## src/rtl/hdlc_rx_pkg.sv

```systemverilog
package hdlc_rx_pkg;

  typedef enum logic [1:0] {
    ST_GOOD   = 2'd0,
    ST_BADFCS = 2'd1,
    ST_ABORT  = 2'd2,
    ST_LENGTH = 2'd3
  } rx_status_e;

  localparam int STUFF_RUN = 5;
  localparam int FLAG_RUN  = 6;
  localparam int FCS_W     = 16;

  function automatic logic [FCS_W-1:0] crc_step(input logic [FCS_W-1:0] c,
                                                input logic b,
                                                input logic [FCS_W-1:0] poly);
    logic fb;
    fb = c[0] ^ b;
    crc_step = (c >> 1) ^ (fb ? poly : '0);
  endfunction

endpackage

```

## src/rtl/hdlc_bit_decoder.sv

```systemverilog
module hdlc_bit_decoder
  import hdlc_rx_pkg::*;
#(
  parameter int RUN_W = 3
) (
  input  logic clk,
  input  logic rst,
  input  logic bit_en,
  input  logic line_in,
  output logic push_o,
  output logic bit_o,
  output logic flag_o,
  output logic abort_o
);
  localparam logic [RUN_W-1:0] RUN_STUFF = RUN_W'(STUFF_RUN);
  localparam logic [RUN_W-1:0] RUN_FLAG  = RUN_W'(FLAG_RUN);
  localparam logic [RUN_W-1:0] RUN_SAT   = '1;

  logic             prev_q;
  logic [RUN_W-1:0] run_q;
  logic             one_bit;

  assign one_bit = (line_in == prev_q);

  always_ff @(posedge clk) begin
    if (rst) begin
      prev_q  <= 1'b1;
      run_q   <= '0;
      push_o  <= 1'b0;
      bit_o   <= 1'b0;
      flag_o  <= 1'b0;
      abort_o <= 1'b0;
    end else begin
      push_o  <= 1'b0;
      flag_o  <= 1'b0;
      abort_o <= 1'b0;
      if (bit_en) begin
        prev_q <= line_in;
        bit_o  <= one_bit;
        if (one_bit) begin
          if (run_q < RUN_STUFF) push_o <= 1'b1;
          if (run_q == RUN_FLAG) abort_o <= 1'b1;
          if (run_q != RUN_SAT) run_q <= run_q + 1'b1;
        end else begin
          if (run_q < RUN_STUFF) push_o <= 1'b1;
          if (run_q == RUN_FLAG) flag_o <= 1'b1;
          run_q <= '0;
        end
      end
    end
  end


  push_after_sample_chk: assert property (@(posedge clk) disable iff (rst)
    push_o |-> $past(bit_en));


  flag_spacing_chk: assert property (@(posedge clk) disable iff (rst)
    flag_o |-> !$past(flag_o));

endmodule

```

## src/rtl/hdlc_fcs_check.sv

```systemverilog
module hdlc_fcs_check
  import hdlc_rx_pkg::*;
#(
  parameter logic [FCS_W-1:0] POLY    = 16'h8408,
  parameter logic [FCS_W-1:0] RESIDUE = 16'hF0B8
) (
  input  logic clk,
  input  logic rst,
  input  logic clear,
  input  logic en,
  input  logic bit_i,
  output logic match_o
);
  logic [FCS_W-1:0] crc_q;

  always_ff @(posedge clk) begin
    if (rst || clear) crc_q <= '1;
    else if (en)      crc_q <= crc_step(crc_q, bit_i, POLY);
  end

  assign match_o = (crc_q == RESIDUE);

endmodule

```

## src/rtl/hdlc_byte_framer.sv

```systemverilog
module hdlc_byte_framer
  import hdlc_rx_pkg::*;
#(
  parameter int BYTE_W    = 8,
  parameter int DLY       = 6,
  parameter int HOLD      = 3,
  parameter int MIN_BYTES = 4
) (
  input  logic              clk,
  input  logic              rst,
  input  logic              push_i,
  input  logic              bit_i,
  input  logic              flag_i,
  input  logic              abort_i,
  input  logic              fcs_ok_i,
  output logic              crc_clr_o,
  output logic              crc_en_o,
  output logic              crc_bit_o,
  output logic              out_valid,
  output logic [BYTE_W-1:0] out_data,
  output logic              out_sof,
  output logic              out_eof,
  output logic [1:0]        out_status
);
  localparam int BCNT_W = $clog2(BYTE_W);
  localparam int FILL_W = $clog2(DLY + 1);
  localparam int NB_W   = $clog2(MIN_BYTES + 1);
  localparam int HC_W   = $clog2(HOLD + 1);
  localparam logic [BCNT_W-1:0] BCNT_LAST = BCNT_W'(BYTE_W - 1);
  localparam logic [FILL_W-1:0] FILL_FULL = FILL_W'(DLY);
  localparam logic [NB_W-1:0]   NB_MIN    = NB_W'(MIN_BYTES);
  localparam logic [HC_W-1:0]   HC_FULL   = HC_W'(HOLD);

  logic              active_q, seen_q, sent_q;
  logic [DLY-1:0]    dly_q;
  logic [FILL_W-1:0] fill_q;
  logic [BCNT_W-1:0] bcnt_q;
  logic [BYTE_W-1:0] sr_q;
  logic [NB_W-1:0]   nb_q;
  logic [HC_W-1:0]   hcnt_q;
  logic [BYTE_W-1:0] hold_q [HOLD];

  logic              exit_v;
  logic [BYTE_W-1:0] new_byte;

  assign exit_v    = active_q && push_i && (fill_q == FILL_FULL) && !flag_i && !abort_i;
  assign new_byte  = {dly_q[0], sr_q[BYTE_W-1:1]};
  assign crc_clr_o = flag_i || abort_i;
  assign crc_en_o  = exit_v;
  assign crc_bit_o = dly_q[0];

  always_ff @(posedge clk) begin
    if (rst) begin
      active_q <= 1'b0; seen_q <= 1'b0; sent_q <= 1'b0;
      dly_q <= '0; fill_q <= '0; bcnt_q <= '0; sr_q <= '0;
      nb_q <= '0; hcnt_q <= '0;
      for (int i = 0; i < HOLD; i++) hold_q[i] <= '0;
      out_valid <= 1'b0; out_data <= '0; out_sof <= 1'b0;
      out_eof <= 1'b0; out_status <= ST_GOOD;
    end else begin
      out_valid <= 1'b0; out_data <= '0; out_sof <= 1'b0;
      out_eof <= 1'b0; out_status <= ST_GOOD;
      if (flag_i || abort_i) begin
        if (active_q && seen_q) begin
          out_valid <= 1'b1;
          out_eof   <= 1'b1;
          out_sof   <= !sent_q;
          if (abort_i)
            out_status <= ST_ABORT;
          else if (bcnt_q != '0 || nb_q < NB_MIN)
            out_status <= ST_LENGTH;
          else begin
            out_data   <= hold_q[HOLD-1];
            out_status <= fcs_ok_i ? ST_GOOD : ST_BADFCS;
          end
        end
        active_q <= flag_i;
        seen_q <= 1'b0; sent_q <= 1'b0;
        fill_q <= '0; bcnt_q <= '0; nb_q <= '0; hcnt_q <= '0;
      end else if (active_q && push_i) begin
        dly_q <= {bit_i, dly_q[DLY-1:1]};
        if (fill_q != FILL_FULL) begin
          fill_q <= fill_q + 1'b1;
        end else begin
          seen_q <= 1'b1;
          sr_q   <= new_byte;
          bcnt_q <= (bcnt_q == BCNT_LAST) ? '0 : bcnt_q + 1'b1;
          if (bcnt_q == BCNT_LAST) begin
            if (nb_q != NB_MIN) nb_q <= nb_q + 1'b1;
            hold_q[0] <= new_byte;
            for (int i = 1; i < HOLD; i++) hold_q[i] <= hold_q[i-1];
            if (hcnt_q == HC_FULL) begin
              out_valid <= 1'b1;
              out_data  <= hold_q[HOLD-1];
              out_sof   <= !sent_q;
              sent_q    <= 1'b1;
            end else begin
              hcnt_q <= hcnt_q + 1'b1;
            end
          end
        end
      end
    end
  end

  logic open_q;
  always_ff @(posedge clk) begin
    if (rst)            open_q <= 1'b0;
    else if (out_valid) open_q <= !out_eof;
  end


  sof_when_idle_chk: assert property (@(posedge clk) disable iff (rst)
    (out_valid && out_sof) |-> !open_q);


  continue_when_open_chk: assert property (@(posedge clk) disable iff (rst)
    (out_valid && !out_sof) |-> open_q);


  beat_has_cause_chk: assert property (@(posedge clk) disable iff (rst)
    out_valid |-> $past(push_i || flag_i || abort_i));


  abort_beat_chk: assert property (@(posedge clk) disable iff (rst)
    (out_valid && out_status == ST_ABORT) |-> ($past(abort_i) && out_data == '0));

endmodule

```

## src/rtl/hdlc_sync_rx_deframer.sv

```systemverilog
module hdlc_sync_rx_deframer
  import hdlc_rx_pkg::*;
#(
  parameter int BYTE_W    = 8,
  parameter int RUN_W     = 3,
  parameter int MIN_BYTES = 4
) (
  input  logic              clk,
  input  logic              rst,
  input  logic              bit_en,
  input  logic              line_in,
  output logic              out_valid,
  output logic [BYTE_W-1:0] out_data,
  output logic              out_sof,
  output logic              out_eof,
  output logic [1:0]        out_status
);
  localparam int DLY  = FLAG_RUN;
  localparam int HOLD = FCS_W / BYTE_W + 1;

  logic push, dbit, flag, abort_ev;
  logic crc_clr, crc_en, crc_bit, fcs_ok;

  hdlc_bit_decoder #(.RUN_W(RUN_W)) u_dec (
    .clk(clk), .rst(rst), .bit_en(bit_en), .line_in(line_in),
    .push_o(push), .bit_o(dbit), .flag_o(flag), .abort_o(abort_ev)
  );

  hdlc_fcs_check u_fcs (
    .clk(clk), .rst(rst), .clear(crc_clr), .en(crc_en),
    .bit_i(crc_bit), .match_o(fcs_ok)
  );

  hdlc_byte_framer #(
    .BYTE_W(BYTE_W), .DLY(DLY), .HOLD(HOLD), .MIN_BYTES(MIN_BYTES)
  ) u_frm (
    .clk(clk), .rst(rst), .push_i(push), .bit_i(dbit), .flag_i(flag),
    .abort_i(abort_ev), .fcs_ok_i(fcs_ok), .crc_clr_o(crc_clr),
    .crc_en_o(crc_en), .crc_bit_o(crc_bit), .out_valid(out_valid),
    .out_data(out_data), .out_sof(out_sof), .out_eof(out_eof),
    .out_status(out_status)
  );

endmodule

```

## config.mk

```make
export PLATFORM = sky130hd
export DESIGN_NAME = hdlc_sync_rx_deframer
export DESIGN_NICKNAME = d
export VERILOG_FILES = /design/src/rtl/hdlc_rx_pkg.sv /design/src/rtl/hdlc_bit_decoder.sv /design/src/rtl/hdlc_fcs_check.sv /design/src/rtl/hdlc_byte_framer.sv /design/src/rtl/hdlc_sync_rx_deframer.sv
export SDC_FILE = /design/constraint.sdc
export NUM_CORES = 1
export LEC_CHECK = 0
export BUFFER_PORTS_ARGS = -buffer_cell sky130_fd_sc_hd__buf_2
export CAP_MARGIN = 20
export CORE_MARGIN = 2
export CORE_UTILIZATION = 58
export DETAILED_ROUTE_END_ITERATION = 8
export HOLD_SLACK_MARGIN = 0.1
export PLACE_DENSITY = 0.88
export SLEW_MARGIN = 20
export SYNTH_ARGS = -nofsm -noshare
export SYNTH_HDL_FRONTEND = slang
export SYNTH_SLANG_ARGS = --single-unit
```

## constraint.sdc

```tcl
create_clock -name clk -period 2.4 [get_ports clk]
set_clock_uncertainty 0.2 [all_clocks]
set_input_delay 0.24 -clock clk [delete_from_list [all_inputs] [get_ports clk]]
set_output_delay 0.24 -clock clk [all_outputs]
set_load 0.005 [all_outputs]
```

==> impl_metrics.toml <==
[sta]
timing_hold_violations_final = 0
hold_ws_ns = 0.246
setup_tns_ns = 0
final_min_period_over_clock_period = 0.881
worst_pin_slew_ns = 0.973
worst_slew_margin_rel = 0.352
slew_viol_final = 0
setup_violations = 0
max_freq_mhz = 473
post-route-min-period_ns = 2.12
rsz0062_at_grt = "false"

[yosys]
synthesis.yosys.warnings = 0
yosys.cell_types.count = 46
synth_top_flop_cell = "sky130_fd_sc_hd__dfxtp_1"
synth_edf_count = 24
synthCells = 312
synth-async-reset-ratio = 0
ys_seq_area_frac = 0.585
netlist_area_sq_um = 3420
postSynthAreaPerCell_sq_um = 11.0
synth.net_count = 327
ys_seq_elements = 88

[global_routing]
grt_use_met3 = 0.0400
grt_antenna_before_repair = 0
grt_start_max_net_pins = 30
total_track_usage = 0.201
global_route.usage.met2 = 0.340
globalRouteMet1Util = 0.244
grt-busiest-layer = "met2"
grt_overflow = 0
global_route_wire_length_before_repair_microns = 10000
grt_pass1_vias = 2214

[floorplanning]
die-height_microns = 80.8
design.core.area_sq_um = 5610
initial_utilization = 0.610
die-width_microns = 80.8
io_pins = 17
total_die_area_sq_um = 6530
fp-row-count = 27

[clocking]
clk-insertion-delay-late_ns = 0.35
ctsResizeCount = 0
cts_made_buffers = 9
clkSinkCount = 88
htree_num_levels = 3
post_cts_hold_buffer_count = 4
postCtsSetupRepairBufs = 0
cts_buffer_depth = 2
cts_tree = "built"
clk_pin_slew_worst_paths_ns = 0.08
ctsRootBufferMaster = "sky130_fd_sc_hd__clkbuf_8"

[power_and_ir_drop]
comb_power_share = 0.022
p_seq_frac = 0.599
cellPowerDensity_nw_per_um2 = 681
switching_share = 0.210
leakage_nw = 1.44
clock_power_share = 0.379
vdd.ir_drop.worst_uv = 390
intPower_mw = 2.04
switchingPower_mw = 0.543

[drt]
ant_nets = 0
routed-via-count = 2332
drt-wirelength-per-cell_microns = 14.6
first_pass_iters = 4
totalWireLength_microns = 5940
drt-initial-drc-count = 119
detail_route.vias_per_cell = 5.73
drc_errors = 0

[worst_setup_path]
r2r_end = "u_frm.hold_q[0][22]"
register_to_register_path_depth = 4
worstSetupPathType = "reg2reg"
worstPathRequired_ns = 2.42
rrSetupSlack_ns = 0.28
worstSetupEndpointType = "register"
crit-reg2reg-launch = "u_frm.bcnt_q[0]"
worstSetupStartpointType = "register"
timing.critical_path.arrival_ns = 2.13
critical_path_peak_fanout = 24

[layout]
drive_gt1_frac = 0.119
final_nets = 345
area.growth.synth_to_final_pct = 10.6
antenna_cells_inserted = 0

[hold_path]
timing.hold.worst.start = "u_frm.sent_q"
worstHoldPathType = "reg2reg"
hold_path_end = "u_frm.out_sof"
timing.hold.worst_path_depth = 1

[run_status]
outcome = "completed"

[place]
finalWeightedCongestion = 0.725
count_of_buffers_from_port_buffering = 16
hpwl_microns = 3930

[run]
cap_violations = 0
-- power by group through the flow --
stage	Clock (mW)	Combinational, mW	Sequential, mW
detailed placement	0	0.0518	1.58
CTS	0.989	0.0572	1.55
floorplan	0	0.0365	1.58
global route	1.06	0.0640	1.55
global placement	0	0.0491	1.58
finish	0.976	0.0576	1.55
-- state kept, by name, indices dropped and copies added (netlist names), 2 cells and up --
name and flops:
u_dec.run_q 3, u_frm.fill_q 3, u_frm.hcnt_q 2, u_frm.sr_q 7, u_frm.bcnt_q 3, u_fcs.crc_q 16
u_frm.nb_q 3, u_frm.hold_q 24, u_frm.out_data 8, u_frm.dly_q 6, u_frm.out_status 2
-- Yosys cell counts (all sizes together), types with 2 or more instances --
| library cell | number | area share |
|---|---|---|
| xnor2 | 2 | 0.0051 |
| buf | 10 | 0.016 |
| edfxtp | 24 | 0.21 |
| and2 | 25 | 0.046 |
| xor2 | 2 | 0.0051 |
| a31oi | 2 | 0.0037 |
| a21oi | 27 | 0.039 |
| nand3 | 11 | 0.016 |
| nand2 | 17 | 0.019 |
| dfxtp | 64 | 0.37 |
| ha | 11 | 0.040 |
| nor3 | 2 | 0.0044 |
| nand4b | 3 | 0.0077 |
| a221o | 15 | 0.044 |
| nand4 | 3 | 0.0099 |
| o32ai | 3 | 0.0077 |
| inv | 11 | 0.012 |
| clkbuf | 8 | 0.0091 |
| or3 | 8 | 0.015 |
| o21ai | 21 | 0.031 |
| nor2 | 12 | 0.014 |
| nand2b | 2 | 0.0037 |
| nor2b | 3 | 0.0055 |
| nor4bb | 2 | 0.0058 |
| a21boi | 10 | 0.022 |
-- layout make-up --
type	instances	area (sq um)
multi-input combinational	195	1290
clock buffer	10	128
clock inverter	6	60.1
fill	428	1820
timing repair buffer	25	170
tap	72	90.1
sequential	88	2000
inverter	11	41.3
-- placed cells by master (no fill, tap or decap), types with 3 or more instances in the layout --
cell | synthesis | final
sky130_fd_sc_hd__dfxtp_1 | 64 | 64
sky130_fd_sc_hd__o32ai_1 | 3 | 3
sky130_fd_sc_hd__nor2_1 | 11 | 11
sky130_fd_sc_hd__edfxtp_1 | 24 | 24
sky130_fd_sc_hd__nand2_1 | 17 | 17
sky130_fd_sc_hd__nand3_1 | 11 | 11
sky130_fd_sc_hd__a21boi_0 | 10 | 10
sky130_fd_sc_hd__dlygate4sd3_1 | 0 | 4
sky130_fd_sc_hd__nor2b_1 | 3 | 3
sky130_fd_sc_hd__buf_4 | 2 | 4
sky130_fd_sc_hd__and2_1 | 25 | 25
sky130_fd_sc_hd__inv_1 | 11 | 11
sky130_fd_sc_hd__a221o_1 | 15 | 15
sky130_fd_sc_hd__a21oi_1 | 27 | 27
sky130_fd_sc_hd__o21ai_0 | 20 | 20
sky130_fd_sc_hd__nand4b_1 | 3 | 3
sky130_fd_sc_hd__or3_1 | 8 | 8
sky130_fd_sc_hd__ha_1 | 11 | 11
sky130_fd_sc_hd__clkbuf_8 | 0 | 9
sky130_fd_sc_hd__buf_2 | 7 | 16
-- worst max-delay path, stage by stage, from the launching register on --
cell,delay [ns]
sky130_fd_sc_hd__dfxtp_1,0.39
sky130_fd_sc_hd__ha_1,0.17
sky130_fd_sc_hd__ha_1,0.41
sky130_fd_sc_hd__and3_1,0.60
sky130_fd_sc_hd__and2_1,0.22
-- how the worst max path moves through the flow --
| stage | startpoint | to | slack (ns) | depth (start not counted) |
|---|---|---|---|---|
| finish | u_frm.bcnt_q[0] | u_frm.hold_q[0][22] | 0.28 | 4 |
| CTS | u_frm.bcnt_q[0] | u_frm.hold_q[0][22] | 0.22 | 4 |
| global route | u_frm.bcnt_q[0] | u_frm.hold_q[0][22] | 0.06 | 4 |
| floorplan | u_frm.fill_q[0] | u_frm.hold_q[0][0] | 0.23 | 6 |
| global placement | u_frm.bcnt_q[0] | u_frm.hold_q[0][3] | 0.43 | 4 |
| detailed placement | u_frm.bcnt_q[0] | u_frm.hold_q[0][15] | 0.27 | 4 |
-- metrics by stage --
stage	cell area [sq um]	setup WS (ns)	std cells	total power [mW]	util
after floorplan	3420	0.231	312	1.61	-
after global placement	3560	0.426	387	1.63	0.635
after detailed placement	3560	0.271	387	1.63	0.635
after CTS	3790	0.221	407	2.59	0.675
after global routing	3790	0.0615	407	2.67	0.675
final	3790	0.285	407	2.58	0.675
-- metal layers --
layer / vias up / wire [microns]
li1: 1159 / -
met1: 1112 / 2620
met2: 51 / 2970
met3: 10 / 249
met4: 0 / 91
met5: - / 0
-- logic make-up after synthesis --
| logic type | Yosys count | synth area share |
|---|---|---|
| simple gates | 97 | 0.168 |
| flops | 88 | 0.585 |
| compound gates | 83 | 0.159 |
| xor+xnor | 4 | 0.0102 |
| fa+ha+maj | 11 | 0.0402 |
| buf+inv | 29 | 0.0369 |
(Power assumes the default switching activity.)
